--- src/rtl/fp32_adder_pkg.sv ---
package fp32_adder_pkg;
  parameter int EXP_W  = 8;
  parameter int FRAC_W = 23;
  parameter int STAGES = 3;

  localparam int WORD_W   = 1 + EXP_W + FRAC_W;
  localparam int SIG_W    = FRAC_W + 1;        // with hidden one
  localparam int EXT_W    = SIG_W + 3;         // guard, round, sticky
  localparam int SUM_W    = EXT_W + 1;         // carry out
  localparam int SHAMT_W  = $clog2(EXT_W + 1);
  localparam int EXPS_W   = EXP_W + 2;         // signed working exponent
  localparam int EXP_TOP  = (1 << EXP_W) - 1;

  localparam logic [EXP_W-1:0]  EXP_ONES  = '1;
  localparam logic [EXP_W-1:0]  EXT_CLAMP = EXP_W'(EXT_W);
  localparam logic [FRAC_W-1:0] QNAN_FRAC = {1'b1, {(FRAC_W-1){1'b0}}};
  localparam logic [WORD_W-1:0] QNAN_WORD = {1'b0, EXP_ONES, QNAN_FRAC};

  typedef struct packed {
    logic ldUnpack;
    logic ldAdd;
    logic ldRound;
  } stageStb_t;
endpackage

--- src/rtl/fp32_adder_lzc.sv ---
module fp32_adder_lzc #(
  parameter int W  = 27,
  parameter int CW = $clog2(W + 1)
) (
  input  logic [W-1:0]  vec,
  output logic [CW-1:0] count
);
  always_comb begin
    count = CW'(W);
    for (int i = 0; i < W; i++) begin
      if (vec[i]) count = CW'(W - 1 - i);
    end
  end
endmodule

--- src/rtl/fp32_adder_shr.sv ---
module fp32_adder_shr #(
  parameter int IN_W  = 24,
  parameter int OUT_W = 27,
  parameter int SH_W  = 5
) (
  input  logic [IN_W-1:0]  sigIn,
  input  logic [SH_W-1:0]  shamt,
  output logic [OUT_W-1:0] aligned
);
  localparam int WIDE_W = IN_W + OUT_W;

  logic [WIDE_W-1:0] wide;
  logic [OUT_W-1:0]  hiPart;
  logic [IN_W-1:0]   loPart;

  always_comb begin
    wide    = {sigIn, {OUT_W{1'b0}}} >> shamt;
    hiPart  = wide[WIDE_W-1:IN_W];
    loPart  = wide[IN_W-1:0];
    aligned = {hiPart[OUT_W-1:1], hiPart[0] | (|loPart)};
  end
endmodule

--- src/rtl/fp32_adder_ctrl.sv ---
module fp32_adder_ctrl
  import fp32_adder_pkg::*;
(
  input  logic      clk,
  input  logic      rstN,
  input  logic      inValid,
  output stageStb_t stb,
  output logic      outValid
);
  logic [STAGES-1:0] vPipe;

  always_ff @(posedge clk) begin
    if (!rstN) vPipe <= '0;
    else       vPipe <= {vPipe[STAGES-2:0], inValid};
  end

  always_comb begin
    stb.ldUnpack = inValid;
    stb.ldAdd    = vPipe[0];
    stb.ldRound  = vPipe[1];
    outValid     = vPipe[STAGES-1];
  end

  AST_FIXED_LATENCY: assert property (@(posedge clk) disable iff (!rstN)
    inValid |=> ##2 outValid);
  AST_NO_SPURIOUS: assert property (@(posedge clk) disable iff (!rstN)
    outValid |-> $past(stb.ldRound));
endmodule

--- src/rtl/fp32_adder_dp.sv ---
module fp32_adder_dp
  import fp32_adder_pkg::*;
(
  input  logic              clk,
  input  logic              rstN,
  input  stageStb_t         stb,
  input  logic [WORD_W-1:0] opA,
  input  logic [WORD_W-1:0] opB,
  input  logic              subOp,
  output logic [WORD_W-1:0] result
);
  // ---------------- stage 1: unpack, order, align ----------------
  logic              aSign, bSign, aZero, bZero, aInf, bInf, aNan, bNan;
  logic [EXP_W-1:0]  aExp, bExp;
  logic [FRAC_W-1:0] aFrac, bFrac;
  logic [WORD_W-2:0] magA, magB;
  logic              bigIsB, bigSign, bigZero, smallZero;
  logic [EXP_W-1:0]  bigExp, smallExp, expDiff;
  logic [FRAC_W-1:0] bigFrac, smallFrac;
  logic [SIG_W-1:0]  smallSig;
  logic [SHAMT_W-1:0] alignAmt;
  logic [EXT_W-1:0]  alignedSmall;
  logic              specNext;
  logic [WORD_W-1:0] specWordNext;

  always_comb begin
    aSign = opA[WORD_W-1];
    bSign = opB[WORD_W-1] ^ subOp;
    aExp  = opA[WORD_W-2:FRAC_W];
    bExp  = opB[WORD_W-2:FRAC_W];
    aFrac = opA[FRAC_W-1:0];
    bFrac = opB[FRAC_W-1:0];
    aZero = (aExp == '0);
    bZero = (bExp == '0);
    aInf  = (aExp == EXP_ONES) && (aFrac == '0);
    bInf  = (bExp == EXP_ONES) && (bFrac == '0);
    aNan  = (aExp == EXP_ONES) && (aFrac != '0);
    bNan  = (bExp == EXP_ONES) && (bFrac != '0);
    magA  = aZero ? '0 : opA[WORD_W-2:0];
    magB  = bZero ? '0 : opB[WORD_W-2:0];
    bigIsB    = (magB > magA);
    bigSign   = bigIsB ? bSign : aSign;
    bigExp    = bigIsB ? bExp  : aExp;
    bigFrac   = bigIsB ? bFrac : aFrac;
    bigZero   = bigIsB ? bZero : aZero;
    smallExp  = bigIsB ? aExp  : bExp;
    smallFrac = bigIsB ? aFrac : bFrac;
    smallZero = bigIsB ? aZero : bZero;
    smallSig  = smallZero ? '0 : {1'b1, smallFrac};
    expDiff   = bigExp - smallExp;
    alignAmt  = (expDiff > EXT_CLAMP) ? SHAMT_W'(EXT_W) : expDiff[SHAMT_W-1:0];
    specNext  = aNan | bNan | aInf | bInf;
    if (aNan || bNan || (aInf && bInf && (aSign != bSign)))
      specWordNext = QNAN_WORD;
    else
      specWordNext = {aInf ? aSign : bSign, EXP_ONES, {FRAC_W{1'b0}}};
  end

  fp32_adder_shr #(.IN_W(SIG_W), .OUT_W(EXT_W), .SH_W(SHAMT_W)) u_align (
    .sigIn   (smallSig),
    .shamt   (alignAmt),
    .aligned (alignedSmall)
  );

  logic              s1Sign, s1Sub, s1Spec;
  logic [EXP_W-1:0]  s1Exp;
  logic [EXT_W-1:0]  s1Big, s1Small;
  logic [WORD_W-1:0] s1SpecWord;

  always_ff @(posedge clk) begin
    if (stb.ldUnpack) begin
      s1Sign     <= bigSign;
      s1Sub      <= aSign ^ bSign;
      s1Spec     <= specNext;
      s1SpecWord <= specWordNext;
      s1Exp      <= bigExp;
      s1Big      <= bigZero ? '0 : {1'b1, bigFrac, 3'b000};
      s1Small    <= alignedSmall;
    end
  end

  AST_ALIGN_ORDER: assert property (@(posedge clk) disable iff (!rstN)
    (stb.ldAdd && s1Sub) |-> (s1Big >= s1Small));

  // ---------------- stage 2: add / subtract, count zeros ----------------
  logic [SUM_W-1:0]   sumNext;
  logic [SHAMT_W-1:0] lzNext;

  always_comb begin
    if (s1Sub) sumNext = {1'b0, s1Big} - {1'b0, s1Small};
    else       sumNext = {1'b0, s1Big} + {1'b0, s1Small};
  end

  fp32_adder_lzc #(.W(EXT_W), .CW(SHAMT_W)) u_lzc (
    .vec   (sumNext[EXT_W-1:0]),
    .count (lzNext)
  );

  logic               s2Sign, s2Sub, s2Spec;
  logic [EXP_W-1:0]   s2Exp;
  logic [SUM_W-1:0]   s2Sum;
  logic [SHAMT_W-1:0] s2Lz;
  logic [WORD_W-1:0]  s2SpecWord;

  always_ff @(posedge clk) begin
    if (stb.ldAdd) begin
      s2Sign     <= s1Sign;
      s2Sub      <= s1Sub;
      s2Spec     <= s1Spec;
      s2SpecWord <= s1SpecWord;
      s2Exp      <= s1Exp;
      s2Sum      <= sumNext;
      s2Lz       <= lzNext;
    end
  end

  // ---------------- stage 3: normalize, range, round, pack ----------------
  logic                     carryOut, roundUp, rCarry, sumZero, under, over;
  logic signed [EXPS_W-1:0] expBase, expAdj, expR;
  logic [EXT_W-1:0]         norm;
  logic [SIG_W-1:0]         mant, mantF;
  logic [SIG_W:0]           mantR;
  logic [WORD_W-1:0]        resNext;

  always_comb begin
    carryOut = s2Sum[EXT_W];
    expBase  = $signed({2'b00, s2Exp});
    if (carryOut) begin
      norm   = {s2Sum[SUM_W-1:2], |s2Sum[1:0]};
      expAdj = expBase + EXPS_W'(1);
    end else begin
      norm   = s2Sum[EXT_W-1:0] << s2Lz;
      expAdj = expBase - $signed({{(EXPS_W-SHAMT_W){1'b0}}, s2Lz});
    end
    mant    = norm[EXT_W-1:3];
    roundUp = norm[2] & (norm[1] | norm[0] | mant[0]);
    mantR   = {1'b0, mant} + {{SIG_W{1'b0}}, roundUp};
    rCarry  = mantR[SIG_W];
    mantF   = rCarry ? mantR[SIG_W:1] : mantR[SIG_W-1:0];
    expR    = expAdj + $signed({{(EXPS_W-1){1'b0}}, rCarry});
    sumZero = (s2Sum == '0);
    under   = (expAdj <= 0);
    over    = (expR >= $signed(EXPS_W'(EXP_TOP)));
    if (s2Spec)
      resNext = s2SpecWord;
    else if (sumZero)
      resNext = {~s2Sub & s2Sign, {(WORD_W-1){1'b0}}};
    else if (under)
      resNext = {s2Sign, {(WORD_W-1){1'b0}}};
    else if (over)
      resNext = {s2Sign, EXP_ONES, {FRAC_W{1'b0}}};
    else
      resNext = {s2Sign, expR[EXP_W-1:0], mantF[FRAC_W-1:0]};
  end

  always_ff @(posedge clk) begin
    if (!rstN)            result <= '0;
    else if (stb.ldRound) result <= resNext;
  end

  AST_HIDDEN_BIT: assert property (@(posedge clk) disable iff (!rstN)
    (stb.ldRound && !s2Spec && !sumZero && !under) |-> mantF[SIG_W-1]);
  AST_NO_SUBNORMAL: assert property (@(posedge clk) disable iff (!rstN)
    (result[WORD_W-2:FRAC_W] == '0) |-> (result[FRAC_W-1:0] == '0));
  AST_SPECIAL_FRAC: assert property (@(posedge clk) disable iff (!rstN)
    (result[WORD_W-2:FRAC_W] == EXP_ONES) |->
      ((result[FRAC_W-1:0] == '0) || (result == QNAN_WORD)));
endmodule

--- src/rtl/fp32_adder.sv ---
module fp32_adder
  import fp32_adder_pkg::*;
(
  input  logic        clk,
  input  logic        rstN,
  input  logic        inValid,
  input  logic [31:0] opA,
  input  logic [31:0] opB,
  input  logic        subOp,
  output logic        outValid,
  output logic [31:0] result
);
  stageStb_t stb;

  fp32_adder_ctrl u_ctrl (
    .clk      (clk),
    .rstN     (rstN),
    .inValid  (inValid),
    .stb      (stb),
    .outValid (outValid)
  );

  fp32_adder_dp u_dp (
    .clk    (clk),
    .rstN   (rstN),
    .stb    (stb),
    .opA    (opA),
    .opB    (opB),
    .subOp  (subOp),
    .result (result)
  );
endmodule

--- config.mk ---
export PLATFORM = sky130hd
export DESIGN_NAME = fp32_adder
export DESIGN_NICKNAME = d
export VERILOG_FILES = /design/src/rtl/fp32_adder_pkg.sv /design/src/rtl/fp32_adder_lzc.sv /design/src/rtl/fp32_adder_shr.sv /design/src/rtl/fp32_adder_ctrl.sv /design/src/rtl/fp32_adder_dp.sv /design/src/rtl/fp32_adder.sv
export SDC_FILE = /design/constraint.sdc
export NUM_CORES = 1
export LEC_CHECK = 0
export BUFFER_PORTS_ARGS = -buffer_cell sky130_fd_sc_hd__buf_2
export CAP_MARGIN = 10
export CORE_MARGIN = 4
export CORE_UTILIZATION = 55
export DETAILED_ROUTE_END_ITERATION = 8
export PLACE_DENSITY_LB_ADDON = 0.1
export SETUP_SLACK_MARGIN = 0.3
export SYNTH_ARGS = -nofsm -noshare
export SYNTH_HDL_FRONTEND = slang
export SYNTH_SLANG_ARGS = --single-unit
--- constraint.sdc ---
create_clock -name clk -period 11.51 [get_ports clk]
set_clock_uncertainty 0.1 [all_clocks]
set_input_delay 0.5755 -clock clk [delete_from_list [all_inputs] [get_ports clk]]
set_output_delay 0.5755 -clock clk [all_outputs]
set_load 0.02 [all_outputs]
Yosys cells after proc, flatten, opt, wreduce, memory -nomap -nowiden
Cells that the tools add are included.
{"block": "word_totals", "ff_bits": 208, "out_inout_bits": 33, "elab_cells": 118}
{"block": "op_classes", "add_sub_neg": 7, "eq_ne": 3, "magnitude_cmp": 4, "bitwise_logic": 11, "shifts": 2, "n_reduce_logical": 21, "n_mux": 48}
{"op": "2-to-1 mux 31 bit", "count": 4}
{"op": "2-to-1 mux 23 bit", "count": 4}
{"op": "2-to-1 mux 32 bit", "count": 2}
{"op": "2-to-1 mux 5 bit", "count": 11}
{"op": "2-to-1 mux 27 bit", "count": 2}
{"op": "right shift 51 x 5 -> 51 bit", "count": 1}
{"op": "zero test 23 bit", "count": 2}
{"op": "nonzero test 23 bit", "count": 2}
{"op": "2-to-1 mux 4 bit", "count": 8}
{"op": "greater-than comparator 31 bit", "count": 1}
{"op": "adder 27 x 27 -> 28 bit", "count": 1}
{"op": "zero test 28 bit", "count": 1}
{"op": "2-to-1 mux 28 bit", "count": 1}
{"op": "subtractor 27 x 27 -> 28 bit", "count": 1}
{"op": "<< shifter 27 x 5 -> 27 bit", "count": 1}
{"op": "adder 24 x 1 -> 25 bit", "count": 1}
{"op": "2-to-1 mux 24 bit", "count": 1}
{"op": "OR reduction 24 bit", "count": 1}
{"op": "equality test 8 bit, second input constant", "count": 2}
{"op": "zero test 8 bit", "count": 2}
{"op": "2-to-1 mux 8 bit", "count": 2}
{"op": "OR reduction 16 bit", "count": 1}
{"op": "2-to-1 mux 3 bit", "count": 4}
{"op": "adder 10 x 2 -> 10 bit", "count": 1}
{"op": "19 further kinds", "count": 39}

Logic depth before layout (Yosys ltp)
{"block": "depth", "depth_word": 28, "ltp_mapped": 31}

Cells and area by module
Synthesis repeated with hierarchy kept, for this count alone.
{"block": "hier_totals", "cells_unflattened": 1644, "hier_area_um2": 14208.6}
{"module": "fp32_adder_dp", "area_per_inst_um2": 12206.7, "cells_per_inst": 1367, "n_inst": 1, "seq_area_each_um2": 3943.8}
{"module": "fp32_adder_shr", "area_per_inst_um2": 1637.8, "cells_per_inst": 219, "n_inst": 1, "seq_area_each_um2": 0.0}
{"module": "fp32_adder_lzc", "area_per_inst_um2": 277.8, "cells_per_inst": 51, "n_inst": 1, "seq_area_each_um2": 0.0}
{"module": "fp32_adder_ctrl", "area_per_inst_um2": 86.3, "cells_per_inst": 7, "n_inst": 1, "seq_area_each_um2": 60.1}

Worst setup path before layout
No wires, ideal clock.
{"block": "synth_path", "kind": "input port to flip-flop", "startpoint": "input port opB[28]", "endpoint": "register u_dp.s1Small[0] (data pin)", "n_path_buf": 6, "setup_slack_ns": 4.691, "cell_stages": 29, "setup_ns": 0.259, "t_arrival_ns": 6.460, "cell_sequence": "clkbuf_1 -> nor4_1 -> nand2_1 -> clkbuf_1 -> and2_1 -> ha_1 -> nand3_1 -> nor3_1 -> o31ai_1 -> a31o_2 -> a21oi_4 -> clkbuf_1 -> buf_2 -> a21oi_1 -> ha_1 -> a211oi_1 -> o21ai_1 -> a21boi_0 -> xnor2_1 -> a32o_1 -> buf_6 -> nor2_4 -> buf_2 -> a21oi_1 -> a211oi_1 -> mux2_2 -> nor4_2 -> nand4_1 -> o31a_1"}
{"block": "synth_via", "elab_chain_len": 10, "word_cells_on_any_way": 14, "cone_classes": "1 x add/sub; 2 x order compare; 1 x shift; 7 x mux; 1 x bitwise; 2 x reduce/logical"}
{"element": "from (decl)", "line_no": "fp32_adder.sv:8", "source": "input logic [31:0] opB,"}
{"element": "zero test 8 bit", "line_no": "fp32_adder_dp.sv:34", "source": "bZero = (bExp == '0);"}
{"element": "2-to-1 mux 31 bit", "line_no": "fp32_adder_dp.sv:40", "source": "magB = bZero ? '0 : opB[WORD_W-2:0];"}
{"element": "greater-than comparator 31 bit", "line_no": "fp32_adder_dp.sv:41", "source": "bigIsB = (magB > magA);"}
{"element": "2-to-1 mux 8 bit (on tied branches)", "line_no": "fp32_adder_dp.sv:43, fp32_adder_dp.sv:46"}
{"element": "subtractor 8 bit", "line_no": "fp32_adder_dp.sv:50", "source": "expDiff = bigExp - smallExp;"}
{"element": "greater-than comparator 8 x 5 -> 1 bit", "line_no": "fp32_adder_dp.sv:51", "source": "alignAmt = (expDiff > EXT_CLAMP) ? SHAMT_W'(EXT_W) : expDiff[SHAMT_W-1:0];"}
{"element": "2-to-1 mux 5 bit", "line_no": "fp32_adder_dp.sv:51"}
{"element": "right shift 51 x 5 -> 51 bit *", "line_no": "fp32_adder_shr.sv:17", "source": "wide = {sigIn, {OUT_W{1'b0}}} >> shamt;"}
{"element": "OR reduction 24 bit", "line_no": "fp32_adder_shr.sv:20", "source": "aligned = {hiPart[OUT_W-1:1], hiPart[0] | (|loPart)};"}
{"element": "OR 1 bit *", "line_no": "fp32_adder_shr.sv:20"}
{"element": "net u_dp.alignedSmall[0]", "line_no": "fp32_adder_dp.sv:22", "source": "logic [EXT_W-1:0] alignedSmall;"}
{"element": "to (signal assigned)", "line_no": "fp32_adder_dp.sv:78", "source": "s1Small <= alignedSmall;"}
{"element": "to (decl)", "line_no": "fp32_adder_dp.sv:67", "source": "logic [EXT_W-1:0] s1Big, s1Small;"}
Mark *: on every way through the listed nets, which the timed path passes. The rest lies on a longest branch.
A chain may end at the register's enable or synchronous reset.

Worst setup path in the final report
{"block": "layout_path", "startpoint": "input port opA[30]", "endpoint": "register u_dp.s1Small[0] (data pin)"}
{"block": "layout_via", "elab_chain_len": 10, "word_cells_on_any_way": 14, "cone_classes": "1 x add/sub; 2 x order compare; 1 x shift; 7 x mux; 1 x bitwise; 2 x reduce/logical"}
{"element": "from (decl)", "line_no": "fp32_adder.sv:7", "source": "input logic [31:0] opA,"}
{"element": "zero test 8 bit", "line_no": "fp32_adder_dp.sv:33", "source": "aZero = (aExp == '0);"}
{"element": "2-to-1 mux 31 bit", "line_no": "fp32_adder_dp.sv:39", "source": "magA = aZero ? '0 : opA[WORD_W-2:0];"}
{"element": "greater-than comparator 31 bit", "line_no": "fp32_adder_dp.sv:41"}
{"element": "2-to-1 mux 8 bit (on tied branches)", "line_no": "fp32_adder_dp.sv:43, fp32_adder_dp.sv:46"}
{"element": "subtractor 8 bit", "line_no": "fp32_adder_dp.sv:50"}
{"element": "greater-than comparator 8 x 5 -> 1 bit", "line_no": "fp32_adder_dp.sv:51"}
{"element": "2-to-1 mux 5 bit", "line_no": "fp32_adder_dp.sv:51"}
{"element": "right shift 51 x 5 -> 51 bit *", "line_no": "fp32_adder_shr.sv:17"}
{"element": "OR reduction 24 bit", "line_no": "fp32_adder_shr.sv:20"}
{"element": "OR 1 bit *", "line_no": "fp32_adder_shr.sv:20"}
{"element": "net u_dp.alignedSmall[0]", "line_no": "fp32_adder_dp.sv:22"}
Marks and branches as above.

==> results.json <==
{
  "ys_ff_latch": 145,
  "synth-edff-count": 110,
  "synth.largest_area_cell": "edfxtp_1",
  "slowest_stage": "nand3_1",
  "worstSetupStartpoint": "opA[30]",
  "cp.required_ps": 11600,
  "p_clk_frac": 0.228,
  "firstDrtPassIters": 5,
  "syn_area_um2": 13900,
  "wl_met3_um": 2580,
  "crit_type": "input pin to flop",
  "yosys.cell_count.top_type": "nand2_1",
  "slew_viol_final": 0,
  "hp-start": "u_dp.s1Exp[1]",
  "cts_setup_buffers": 0,
  "timing.hold.ws_ps": 308,
  "routed_wl_um": 42100,
  "total_power_mw": 2.38,
  "clk_pin_slew_ps": 70,
  "startpoint_type": "input pin",
  "area_growth_syn_to_layout_pct": 8.56,
  "cts-root-buf": "clkbuf_16",
  "syn_inst": 1742,
  "htree_levels": 4,
  "wl_met1_um": 17200,
  "nNetsFinal": 1906,
  "synth_nets": 1878,
  "maxUsedRoutingLayer": "met5",
  "io_buffers": 100,
  "fillers": 2249,
  "min_period_ps": 8090,
  "die_h_um": 167,
  "post_drt_wl_per_cell_um": 20.0,
  "ctsHoldBuffers": 0,
  "synthDistinctLibCells": 93,
  "gp_congestion": 0.995,
  "p_comb_frac": 0.471,
  "cp_max_fo": 52,
  "clock-sinks": 145,
  "ys_seq_area_frac": 0.288,
  "rsz0062_at_grt": "no",
  "irDropWorstVdd_mv": 0.103,
  "tightest_slew_ps": 1110,
  "die-area_um2": 27900,
  "tns_ps": 0,
  "final_util": 0.613,
  "grt_pass1_vias": 12392,
  "start_util": 0.565,
  "fin_crit_sh": 0.703,
  "maxCapViolCount": 0,
  "switching_share": 0.411,
  "die_x_um": 167,
  "cts_buffers": 17,
  "run_status": "complete, no violations",
  "p_sw_mw": 0.977,
  "setup_viol": 0,
  "grt_pass1_wl_um": 66900,
  "core-area_um2": 24600,
  "synth_ff_type": "edfxtp_1",
  "grt_usage": 0.293,
  "wl_met2_um": 20200,
  "yosys_warnings": 0,
  "power_density_nw_per_um2": 158,
  "sequentialPowerShare": 0.301,
  "worst-endpoint-arrival_ps": 8180,
  "synth_commonest_cells": "nand2_1 (249), a21oi_1 (155), nor2_1 (150), edfxtp_1 (110), o21ai_0 (91)",
  "post_cts_resized": 0,
  "async_flop_share": 0,
  "drt_iter0_markers": 1452,
  "num_io_pins": 101,
  "globalRouteOverflowTotal": 0,
  "antenna_found_initial": 1,
  "dp_hpwl_um": 32500,
  "clk_path_buf_depth": 2,
  "grt_start_max_net_pins": 66,
  "critical-path-max-stage-delay_ps": 820,
  "fp-row-count": 57,
  "r2r-start": "u_dp.s2Lz[3]",
  "drc_errors": 0,
  "p_int_mw": 1.40,
  "antenna_cells": 0,
  "endpoint_kind": "flop",
  "synth.top_cell.area_share": 0.238,
  "avgViaCountPerCell": 6.38,
  "p_leak_nw": 5.99,
  "max_freq_mhz": 124,
  "clock_latency_ps": 430,
  "drive_above_1_share": 0.121,
  "synth.area.top_cells": "edfxtp_1 (24%), nand2_1 (6.7%), ha_1 (6.0%)",
  "hold_viol_final": 0,
  "maxSlewHeadroom": 0.257,
  "synth.avg_cell_area_um2": 7.98,
  "cts_tree": "yes",
  "via_count": 13434,
  "ant_nets": 0,
  "hp-class": "flop to flop"
}
## sequential cells by signal, summed over array words and instances, names as in the netlist
register,flops
u_dp.s1Small,27
u_dp.s1SpecWord,2
u_dp.s1Sub,1
u_dp.s2Spec,1
u_ctrl.vPipe,3
u_dp.s1Big,24
u_dp.s2Exp,8
u_dp.s1Sign,1
u_dp.s1Spec,1
u_dp.s2Sub,1
u_dp.s2Lz,5
u_dp.s1Exp,8
u_dp.s2Sign,1
u_dp.result,32
u_dp.s2Sum,28
u_dp.s2SpecWord,2
## path summary, 6_finish.rpt
| check | endpoint | depth (start not counted) | slack [ps] |
|---|---|---|---|
| worst max-delay path | u_dp.s1Small[0] | 25 | 3420 |
| worst min-delay path | u_dp.s2Exp[1] | 0 | 310 |
| worst max register to register | u_dp.result[7] | 22 | 3510 |
| worst min register to register | u_dp.s2Exp[1] | 0 | 310 |
## per-layer routing
layer  track usage  vias to the layer above
li1              -                     6469
met1         0.373                     6267
met2         0.497                      557
met3        0.0363                      139
met4         0.135                        2
met5             0                        -
## cells by family after synthesis
logic type      Yosys count  synth area share
flops                   145             0.288
xor+xnor                 91            0.0573
simple gates            685             0.235
mux                      65            0.0686
buf+inv                 189            0.0541
compound gates          497             0.234
fa+ha+maj                70            0.0632
## worst max-delay path: cells and delay by family
family / cells / cell delay [ps]
adders and majority gates: 2 / 410
and+or+nand+nor: 6 / 2710
xor gates and xnor gates: 1 / 190
AOI/OAI and AO/OA: 13 / 3430
buffers and inverters: 3 / 810
## cell usage in the layout (no fill, tap or decap), drive strengths merged, types with 33 or more instances in the layout
master,n
o21ai,95
inv,89
nor4,33
ha,67
dfxtp,35
a21oi,156
nor3,38
xnor2,64
and2,63
nand3,47
nand2,250
buf,117
nor2,151
edfxtp,110
## per-stage QoR
stage,cells,setup WS [ps],area (um2)
final,2107,3420,15100
after global placement,2074,3480,14500
after floorplan,1742,4690,13900
after detailed placement,2074,3170,14500
after global routing,2107,2760,15100
after CTS,2106,3600,15100
## final cells by class
cell class	instances	area, um2	share of cell area
inverter	81	304	0.0202
multi-input combinational	1408	9160	0.607
clock buffer	20	479	0.0318
clock inverter	12	106	0.00705
sequential	145	4010	0.265
timing repair buffer	117	632	0.0419
tap	324	405	0.0269
## power groups by stage
stage	Clock [mW]	Sequential (mW)	Combinational (mW)
floorplan	0	0.700	0.851
global placement	0	0.722	1.09
detailed placement	0	0.724	1.10
CTS	0.548	0.713	1.11
global route	0.573	0.722	1.23
finish	0.542	0.716	1.12
(Power assumes the default switching activity.)
